File: src/rtl/ibw_pkg.sv
package ibw_pkg;
  localparam int EXT_AW = 64;
  localparam int LOW_AW = 32;
  localparam int INT_AW = 36;
  localparam int UP_W   = INT_AW - LOW_AW;
  localparam int REG_DW = 32;
  localparam int FLD_W  = 3;

  typedef enum logic [FLD_W-1:0] {
    FLD_BASE_LO = 3'd0,
    FLD_BASE_HI = 3'd1,
    FLD_MASK_LO = 3'd2,
    FLD_MASK_HI = 3'd3,
    FLD_XLAT    = 3'd4,
    FLD_UPPER   = 3'd5
  } ibw_field_e;

  typedef struct packed {
    logic [EXT_AW-1:0] base;
    logic [EXT_AW-1:0] mask;
    logic [LOW_AW-1:0] xlat;
    logic [UP_W-1:0]   upper;
  } win_cfg_t;
endpackage

File: src/rtl/ibw_regfile.sv
module ibw_regfile
  import ibw_pkg::*;
#(
  parameter int NUM_WIN = 4,
  parameter int IDX_W   = 2
) (
  input  logic              clk,
  input  logic              rst_n,
  input  logic              wr_en,
  input  logic [IDX_W-1:0]  win_sel,
  input  logic [FLD_W-1:0]  fld_sel,
  input  logic [REG_DW-1:0] wr_data,
  output logic [REG_DW-1:0] rd_data,
  output win_cfg_t          cfg [NUM_WIN]
);

  for (genvar w = 0; w < NUM_WIN; w++) begin : g_win
    win_cfg_t cur_q;
    win_cfg_t nxt;
    logic     sel;

    assign sel = wr_en && (win_sel == IDX_W'(w));

    always_comb begin
      nxt = cur_q;
      case (fld_sel)
        FLD_BASE_LO: nxt.base[LOW_AW-1:0]      = wr_data;
        FLD_BASE_HI: nxt.base[EXT_AW-1:LOW_AW] = wr_data;
        FLD_MASK_LO: nxt.mask[LOW_AW-1:0]      = wr_data;
        FLD_MASK_HI: nxt.mask[EXT_AW-1:LOW_AW] = wr_data;
        FLD_XLAT:    nxt.xlat                  = wr_data;
        FLD_UPPER:   nxt.upper                 = wr_data[UP_W-1:0];
        default:     nxt                       = cur_q;
      endcase
    end

    always_ff @(posedge clk or negedge rst_n) begin
      if (!rst_n) begin
        cur_q <= '0;
      end else if (sel) begin
        cur_q <= nxt;
      end
    end

    assign cfg[w] = cur_q;
  end

  always_comb begin
    rd_data = '0;
    for (int w = 0; w < NUM_WIN; w++) begin
      if (win_sel == IDX_W'(w)) begin
        case (fld_sel)
          FLD_BASE_LO: rd_data = cfg[w].base[LOW_AW-1:0];
          FLD_BASE_HI: rd_data = cfg[w].base[EXT_AW-1:LOW_AW];
          FLD_MASK_LO: rd_data = cfg[w].mask[LOW_AW-1:0];
          FLD_MASK_HI: rd_data = cfg[w].mask[EXT_AW-1:LOW_AW];
          FLD_XLAT:    rd_data = cfg[w].xlat;
          FLD_UPPER:   rd_data = REG_DW'(cfg[w].upper);
          default:     rd_data = '0;
        endcase
      end
    end
  end
endmodule

File: src/rtl/ibw_match.sv
module ibw_match
  import ibw_pkg::*;
#(
  parameter int NUM_WIN = 4
) (
  input  logic [EXT_AW-1:0]  ext_addr,
  input  win_cfg_t           cfg [NUM_WIN],
  output logic [NUM_WIN-1:0] hit_vec
);
  for (genvar w = 0; w < NUM_WIN; w++) begin : g_cmp
    logic enabled;
    logic agree;
    assign enabled    = |cfg[w].mask;
    assign agree      = ~|((ext_addr ^ cfg[w].base) & cfg[w].mask);
    assign hit_vec[w] = enabled && agree;
  end
endmodule

File: src/rtl/ibw_select.sv
module ibw_select
  import ibw_pkg::*;
#(
  parameter int NUM_WIN = 4,
  parameter int IDX_W   = 2
) (
  input  logic [NUM_WIN-1:0] hit_vec,
  input  win_cfg_t           cfg [NUM_WIN],
  input  logic [LOW_AW-1:0]  low_addr,
  output logic               any_hit,
  output logic [IDX_W-1:0]   win_idx,
  output logic [INT_AW-1:0]  xaddr
);
  always_comb begin
    any_hit = 1'b0;
    win_idx = '0;
    xaddr   = '0;
    for (int w = NUM_WIN - 1; w >= 0; w--) begin
      if (hit_vec[w]) begin
        any_hit = 1'b1;
        win_idx = IDX_W'(w);
        xaddr   = {cfg[w].upper,
                   (low_addr & ~cfg[w].mask[LOW_AW-1:0]) |
                   (cfg[w].xlat & cfg[w].mask[LOW_AW-1:0])};
      end
    end
  end
endmodule

File: src/rtl/ib_win_xlate.sv
module ib_win_xlate
  import ibw_pkg::*;
#(
  parameter  int NUM_WIN = 4,
  localparam int IDX_W   = (NUM_WIN > 1) ? $clog2(NUM_WIN) : 1,
  localparam int REG_AW  = IDX_W + FLD_W
) (
  input  logic              clk,
  input  logic              rst_n,
  input  logic              reg_wr,
  input  logic [REG_AW-1:0] reg_addr,
  input  logic [REG_DW-1:0] reg_wdata,
  output logic [REG_DW-1:0] reg_rdata,
  input  logic              in_valid,
  output logic              in_ready,
  input  logic              in_is4dw,
  input  logic [EXT_AW-1:0] in_addr,
  output logic              out_valid,
  input  logic              out_ready,
  output logic              out_hit,
  output logic              out_ur,
  output logic [IDX_W-1:0]  out_win,
  output logic [INT_AW-1:0] out_addr
);

  win_cfg_t            cfg [NUM_WIN];
  logic [EXT_AW-1:0]   ext_addr;
  logic [NUM_WIN-1:0]  hit_vec;
  logic                any_hit;
  logic [IDX_W-1:0]    win_idx;
  logic [INT_AW-1:0]   xaddr;
  logic                accept;

  logic                valid_q, valid_d;
  logic                hit_q, hit_d;
  logic                ur_q, ur_d;
  logic [IDX_W-1:0]    win_q, win_d;
  logic [INT_AW-1:0]   addr_q, addr_d;

  ibw_regfile #(.NUM_WIN(NUM_WIN), .IDX_W(IDX_W)) u_regs (
    .clk     (clk),
    .rst_n   (rst_n),
    .wr_en   (reg_wr),
    .win_sel (reg_addr[REG_AW-1:FLD_W]),
    .fld_sel (reg_addr[FLD_W-1:0]),
    .wr_data (reg_wdata),
    .rd_data (reg_rdata),
    .cfg     (cfg)
  );

  assign ext_addr = in_is4dw ? in_addr : {{(EXT_AW-LOW_AW){1'b0}}, in_addr[LOW_AW-1:0]};

  ibw_match #(.NUM_WIN(NUM_WIN)) u_match (
    .ext_addr (ext_addr),
    .cfg      (cfg),
    .hit_vec  (hit_vec)
  );

  ibw_select #(.NUM_WIN(NUM_WIN), .IDX_W(IDX_W)) u_sel (
    .hit_vec  (hit_vec),
    .cfg      (cfg),
    .low_addr (ext_addr[LOW_AW-1:0]),
    .any_hit  (any_hit),
    .win_idx  (win_idx),
    .xaddr    (xaddr)
  );

  assign in_ready = !valid_q || out_ready;
  assign accept   = in_valid && in_ready;

  always_comb begin
    valid_d = in_ready ? in_valid : valid_q;
    hit_d   = any_hit;
    ur_d    = !any_hit;
    win_d   = win_idx;
    addr_d  = xaddr;
  end

  always_ff @(posedge clk or negedge rst_n) begin
    if (!rst_n) begin
      valid_q <= 1'b0;
    end else if (in_ready) begin
      valid_q <= valid_d;
    end
  end

  always_ff @(posedge clk or negedge rst_n) begin
    if (!rst_n) begin
      hit_q  <= 1'b0;
      ur_q   <= 1'b0;
      win_q  <= '0;
      addr_q <= '0;
    end else if (accept) begin
      hit_q  <= hit_d;
      ur_q   <= ur_d;
      win_q  <= win_d;
      addr_q <= addr_d;
    end
  end

  assign out_valid = valid_q;
  assign out_hit   = hit_q;
  assign out_ur    = ur_q;
  assign out_win   = win_q;
  assign out_addr  = addr_q;
endmodule

File: config.mk
export PLATFORM = sky130hd
export DESIGN_NAME = ib_win_xlate
export DESIGN_NICKNAME = d
export VERILOG_FILES = /design/src/rtl/ibw_pkg.sv /design/src/rtl/ibw_regfile.sv /design/src/rtl/ibw_match.sv /design/src/rtl/ibw_select.sv /design/src/rtl/ib_win_xlate.sv
export SDC_FILE = /design/constraint.sdc
export NUM_CORES = 2
export LEC_CHECK = 0
export ABC_AREA = 0
export BUFFER_PORTS_ARGS = -buffer_cell sky130_fd_sc_hd__buf_2
export CORE_MARGIN = 3
export CORE_UTILIZATION = 64
export CTS_BUF_LIST = sky130_fd_sc_hd__clkbuf_4 sky130_fd_sc_hd__clkbuf_8
export DETAILED_ROUTE_END_ITERATION = 10
export PLACE_DENSITY = 0.83
export SLEW_MARGIN = 20
export SYNTH_ARGS = -nofsm -noshare
export SYNTH_HDL_FRONTEND = slang
export SYNTH_SLANG_ARGS = --single-unit
File: constraint.sdc
create_clock -name clk -period 3.5 [get_ports clk]
set_input_delay 0.525 -clock clk [delete_from_list [all_inputs] [get_ports clk]]
set_output_delay 0.525 -clock clk [all_outputs]
set_load 0.01 [all_outputs]
# After elaboration in Yosys (flattened, before gate mapping)
# Index checks and enable logic that the tools add are counted.
[op_classes]
reduce_logical = 50
n_bitwise = 24
n_eq_ne = 8
muxes = 21
[op_table]
columns = ["cell", "count"]
rows = [
  ["one-hot mux 32 bit (6 select lines)", 4],
  ["OR reduction 64 bit", 8],
  ["bitwise AND 32 bit", 8],
  ["bitwise AND 64 bit", 4],
  ["XOR 64 bit", 4],
  ["2-to-1 mux 36 bit", 4],
  ["2-to-1 mux 32 bit", 4],
  ["NOT 32 bit", 4],
  ["OR 32 bit", 4],
  ["2-to-1 mux 64 bit", 1],
  ["AND reduction 2 bit", 24],
  ["logical AND 1 bit", 9],
  ["2-to-1 mux 2 bit", 4],
  ["== test 3 x 2 -> 1 bit, second input constant", 2],
  ["== test 3 bit, second input constant", 2],
  ["zero test 1 bit", 6],
  ["== test 2 bit, second input constant", 2],
  ["2-to-1 mux 1 bit", 4],
  ["== test 3 x 1 -> 1 bit, second input constant", 1],
  ["zero test 3 bit", 1],
  ["== test 2 x 1 -> 1 bit, second input constant", 1],
  ["zero test 2 bit", 1],
  ["logical OR 1 bit", 1],
]
[totals]
register_bits = 697

# Logic depth before layout (Yosys ltp)
[logic_depth]
word_depth = 11
ltp_mapped = 13

# Cells and area by module
# A second synthesis with hierarchy kept.
[unflattened]
cells_unflattened = 3090
hier_area_um2 = 39112.5
[by_module_without_submodules]
columns = ["mod", "instances", "area_each_um2", "cells_each"]
rows = [
  ["ibw_regfile", 1, 30414.2, 2234],
  ["ibw_match", 1, 4249.1, 496],
  ["ibw_select", 1, 2536.2, 236],
  ["ib_win_xlate", 1, 1913.1, 124],
]

# Worst setup path before layout
# OpenSTA, ideal clock, no wires.
[synth_path]
kind = "in2out"
start = "input reg_addr[2]"
end = "output reg_rdata[11]"
stages = 8
t_arrival_ns = 2.683
path_slack_ns = 0.292
cell_sequence = "clkbuf_1 -> inv_2 -> nor3_1 -> clkbuf_1 -> clkbuf_1 -> buf_1 -> a22oi_1 -> o21ai_0"
[synth_via]
elab_chain_cells = 6
elab_cells_between_ends = 14
cone_classes = "5 x eq/ne; 8 x mux; 1 x reduce/logical"
[synth_lines]
columns = ["element", "line_no", "source"]
rows = [
  ["start, declared", "ib_win_xlate.sv:11", "input logic [REG_AW-1:0] reg_addr,"],
  ["== test 3 bit (tied with other cells)", "ibw_regfile.sv:52", "case (fld_sel)"],
  ["one-hot mux 32 bit (6 select lines)", "ibw_regfile.sv:52", ""],
  ["2-to-1 mux 32 bit (3 in a row)", "ibw_regfile.sv:51", "if (win_sel == IDX_W'(w)) begin"],
  ["2-to-1 mux 32 bit *", "ibw_regfile.sv:51", ""],
  ["end, declared", "ib_win_xlate.sv:13", "output logic [REG_DW-1:0] reg_rdata,"],
]
# Every way passes the cells marked *; elsewhere a longest branch is shown, timed or not.

# Worst setup path after layout
[layout_path]
start = "register u_regs.g_win[0].cur_q (netlist bit u_regs.cfg[555])"
end = "register addr_q[33], in the netlist out_addr[33]"
[layout_via]
elab_chain_cells = 5
elab_cells_between_ends = 6
cone_classes = "1 x mux; 1 x bitwise; 4 x reduce/logical"
[layout_lines]
columns = ["element", "line_no", "source"]
rows = [
  ["start, declared", "ibw_regfile.sv:18", "win_cfg_t cur_q;"],
  ["start signal, assigned", "ibw_regfile.sv:41", "cur_q <= nxt;"],
  ["bitwise AND 64 bit", "ibw_match.sv:14", "assign agree = ~|((ext_addr ^ cfg[w].base) & cfg[w].mask);"],
  ["OR reduction 64 bit", "ibw_match.sv:14", ""],
  ["zero test 1 bit", "ibw_match.sv:14", ""],
  ["logical AND 1 bit *", "ibw_match.sv:15", "assign hit_vec[w] = enabled && agree;"],
  ["2-to-1 mux 36 bit *", "ibw_select.sv:19", "if (hit_vec[w]) begin"],
  ["end signal, assigned", "ib_win_xlate.sv:97", "addr_q <= addr_d;"],
  ["end, declared", "ib_win_xlate.sv:38", "logic [INT_AW-1:0] addr_q, addr_d;"],
]
# Marks and branches as above.
# A chain may end at the register's enable or synchronous reset.

==> impl_results.md <==
- Via-per-instance ratio: 7.992
- RSZ-0062 raised after global routing: no
- Core Util, Final: 75.62%
- WP buf/inv: 0
- Core ar.: 0.05803 sq mm
- Final Skew: 44.57 ps
- Cell types occupying the most area after synthesis: dfrtp_1 46%, mux2_2 20%, a22oi_1 4.2%, mux2i_1 3.4%, xor2_1 3.4%
- First-pass GRT wire length: 259200 um
- Post-route setup slack: 0.3526 ps
- Fill cells: 3658
- Dpl cell area: 0.04141 sq mm
- Avg WL per Cell: 42.40 um
- Fin cells: 4399
- Minimum clock period: 3500 ps
- RR Endpoint: out_addr[33]
- Die width: 249.1 um
- Status: completed
- Design Area, Final: 0.04388 sq mm
- Total track usage: 59.10%
- Crit-path slowest cell: dfrtp_1
- Main synth FF type: dfrtp_1
- Yosys cell types: 62
- DP Wirelength: 135200 um
- Critical Path RT: 4200 ps
- Post-synth top area cell: dfrtp_1
- Post-CTS Setup Bufs: 0
- Final period utilization: 99.99%
- Min-Delay Path Class: in -> reg
- IO buf count: 180
- R2R depth: 8
- Syn Inst Count: 3247
- Net Count, Synth: 3354
- DIE HEIGHT: 249.1 um
- Iteration-0 DRC Markers: 6301
- Top routing layer in use: met5
- Drt first pass iters: 9
- Post-synthesis cell area: 0.03782 sq mm
- Met2 WL: 72210 um
- Clk pin slew, worst setup/hold paths: 70 ps
- Critical Path Max Stage Delay: 700 ps
- GPL Wtd Cong: 1.235
- Critical path startpoint category: flop
- Max_cap viols: 0
- Pre-CTS setup slack: -728.2 ps
- Worst Hold End: out_valid
- Number of remaining DRC errors: 0
- Clk sinks: 697
- Syn Area/Cell: 11.65 sq um
- Vias: 35160
- NumNets Final: 3653
- Cell Count Post-Placement: 4196
- Final ANT Viol Nets: 0
- Layout cell share with drive strength beyond 1: 39.90%
- Asr flop ratio synth: 100.0%
- Met3 WL: 33280 um
- Hold-critical path depth: 3
- Syn-to-layout area delta: 16.04%
- Max Slew Vio Count: 0
- CTS tree: yes
- Area fraction of the dominant cell type after synthesis: 46.12%
- Final Setup Violations: 0
- CTS buffer count: 111
- Worst reg2reg setup slack: 0.4 ps
- R2r startpoint: u_regs.cfg[555]
- Max H-tree Level: 3
- Top delay family on crit path: simple AND/OR/NAND/NOR gates
- Initial antenna violation count: 15
- Crit Path Max Fanout: 6
- Initial core utilization: 65.17%
- Yosys reg bits: 697
- Slew margin rel.: 25.74%
- DRT met1 WL: 60740 um
- Kind of end point of the critical path: flop
- Kind of critical path: reg -> reg
- Cell row count: 88
- Post-synth EDFFs: 0
- Endpoints failing hold: 0
- Sequential share of the synthesized area: 46.12%
- Clock Path Buffers: 3
- Least-Margin Pin Slew: 1112 ps
- Synthesis warning total: 0
- Die ar.: 0.06204 sq mm
- PwrDens: 604.1 mW/mm^2
- Worst skew pair latency: 810 ps
- VDD IR-drop max: 0.6526 mV
- Arr. time, crit path: 4200 ps
- CTS Root Cell: clkbuf_8
- Top Ports: 181
- Largest net degree at the start of global routing: 91
- Design Power: 26510 uW
- Fmax: 285.7 MHz
- HP Start: out_ready
- Total Wirelength: 186500 um
- CP Cell Sequence: nor4_4 -> nand4_1 -> nor4_1 -> nor4_1 -> nand4_1 -> and2_1 -> nand2_1 -> o21ai_0
- Pleak: 0.01945 uW
- GRT Residual Overflow: 0
- Number of global-route vias before repair: 34090
-- sequential cells by signal, indices dropped and copies added (netlist names) --
register and flops:
out_addr 36, out_valid 1, u_regs.cfg 656, out_win 2
out_ur 1, out_hit 1
-- timing repair --
action / CTS / global route
hold buffers: 2 / 0
endpoints found under the hold margin: 72 / 0
gates resized for setup: 4 / 9
setup endpoints to repair: 34 / 39
-- where the power goes --
| part | internal (uW) | total [uW] | switching [uW] | leakage (uW) |
|---|---|---|---|---|
| logic | 3020 | 6870 | 3850 | 0.00927 |
| clock network | 4060 | 7540 | 3480 | 0.00126 |
| registers | 9550 | 12100 | 2540 | 0.00892 |
| total | 16600 | 26500 | 9870 | 0.0195 |
-- cell usage after synthesis (4+ instances only) --
| cell type | number |
|---|---|
| o31ai_1 | 5 |
| a22o_1 | 28 |
| o221a_1 | 29 |
| nor3b_1 | 4 |
| xor2_1 | 145 |
| nand2b_1 | 23 |
| or4_1 | 4 |
| nor4_1 | 73 |
| o2111ai_1 | 13 |
| a31oi_1 | 22 |
| nand2_1 | 105 |
| a221oi_1 | 39 |
| nor2b_1 | 4 |
| and3_1 | 4 |
| and2_1 | 13 |
| o211ai_1 | 5 |
| nor2_1 | 66 |
| dfrtp_1 | 697 |
| o22ai_1 | 4 |
| nand3_1 | 42 |
| inv_1 | 23 |
| mux2i_1 | 130 |
| a21boi_0 | 33 |
| nand4_1 | 50 |
| o21ai_1 | 29 |
| xnor2_1 | 63 |
| nand2_2 | 12 |
| buf_6 | 10 |
| clkbuf_1 | 228 |
| o221ai_1 | 7 |
| a21oi_1 | 122 |
| and3b_1 | 32 |
| mux4_2 | 36 |
| o21ai_0 | 116 |
| mux2_2 | 684 |
| nand2_4 | 7 |
| buf_1 | 39 |
| buf_2 | 10 |
| nor3_1 | 35 |
| a22oi_1 | 214 |
| and4_1 | 6 |
-- worst max-delay path by stage --
stage,startpoint,end,cells past startpoint
2_1_floorplan,reg_addr[2],reg_rdata[11],8
3_3_place_gp,in_is4dw,out_addr[15],12
3_5_place_dp,in_is4dw,out_addr[35],12
4_1_cts,u_regs.cfg[630],out_addr[35],9
5_1_grt,u_regs.cfg[234],out_addr[4],10
6_report,u_regs.cfg[555],out_addr[33],8
-- cells by family (layout without fill, tap and decap cells) --
logic type	count (synthesis)	after routing	share of synthesized area [%]
buffers and inverters	312	689	3.358
muxes	851	851	25.98
and+or+nand+nor	489	489	7.127
DFF	697	697	46.12
other	0	10	0
AOI/OAI and AO/OA	690	690	12.59
xor gates and xnor gates	208	208	4.818
-- per-stage QoR --
| stage | TNS (ps) | hold slack, ps |
|---|---|---|
| 5_1_grt | 0 | 150.0 |
| 3_3_place_gp | -27980 | 457.4 |
| 6_report | 0 | 110.0 |
| 3_5_place_dp | -24630 | 480.9 |
| 4_1_cts | 0 | 115.4 |
| 2_1_floorplan | 0 | 229.4 |
-- worst reg2reg max path, delay by kind of cell, from the launching register on --
| family | cells | cell delay (ps) |
|---|---|---|
| compound gates | 1 | 290 |
| flops | 1 | 700 |
| simple gates | 7 | 2420 |
-- layout make-up --
type	count	area, sq um	area share (%)
antenna	10	25.02	0.05703
clock buffer	177	2211	5.038
clock inverter	14	142.6	0.3251
inverter	24	90.09	0.2053
multi-input combinational	2238	19340	44.08
sequential	697	17440	39.75
tap	765	957.2	2.181
timing repair buffer	474	3672	8.369
-- metal layers --
layer | vias to the layer above | global-route usage, %
li1 | 12790 | -
met1 | 17030 | 72.24
met2 | 4038 | 79.84
met3 | 1280 | 29.15
met4 | 14 | 44.84
met5 | - | 1.004
-- layout by cell type, fill, tap and decap left out, types with 32 or more instances in the layout --
master / netlist / final
mux4_2: 36 / 36
xor2_1: 145 / 145
nand3_1: 42 / 42
a21boi_0: 33 / 33
nor2_1: 66 / 50
mux2_2: 684 / 684
a21oi_1: 122 / 121
dfrtp_1: 697 / 697
and3b_1: 32 / 32
buf_2: 10 / 176
buf_12: 0 / 43
clkbuf_8: 0 / 141
nand4_1: 50 / 50
mux2i_1: 130 / 130
nand2_1: 105 / 100
nor4_1: 73 / 66
nor3_1: 35 / 32
buf_4: 0 / 251
clkbuf_4: 0 / 36
a221oi_1: 39 / 39
xnor2_1: 63 / 63
o21ai_0: 116 / 114
a22oi_1: 214 / 214
No activity file was read; power rests on OpenSTA's default activity.
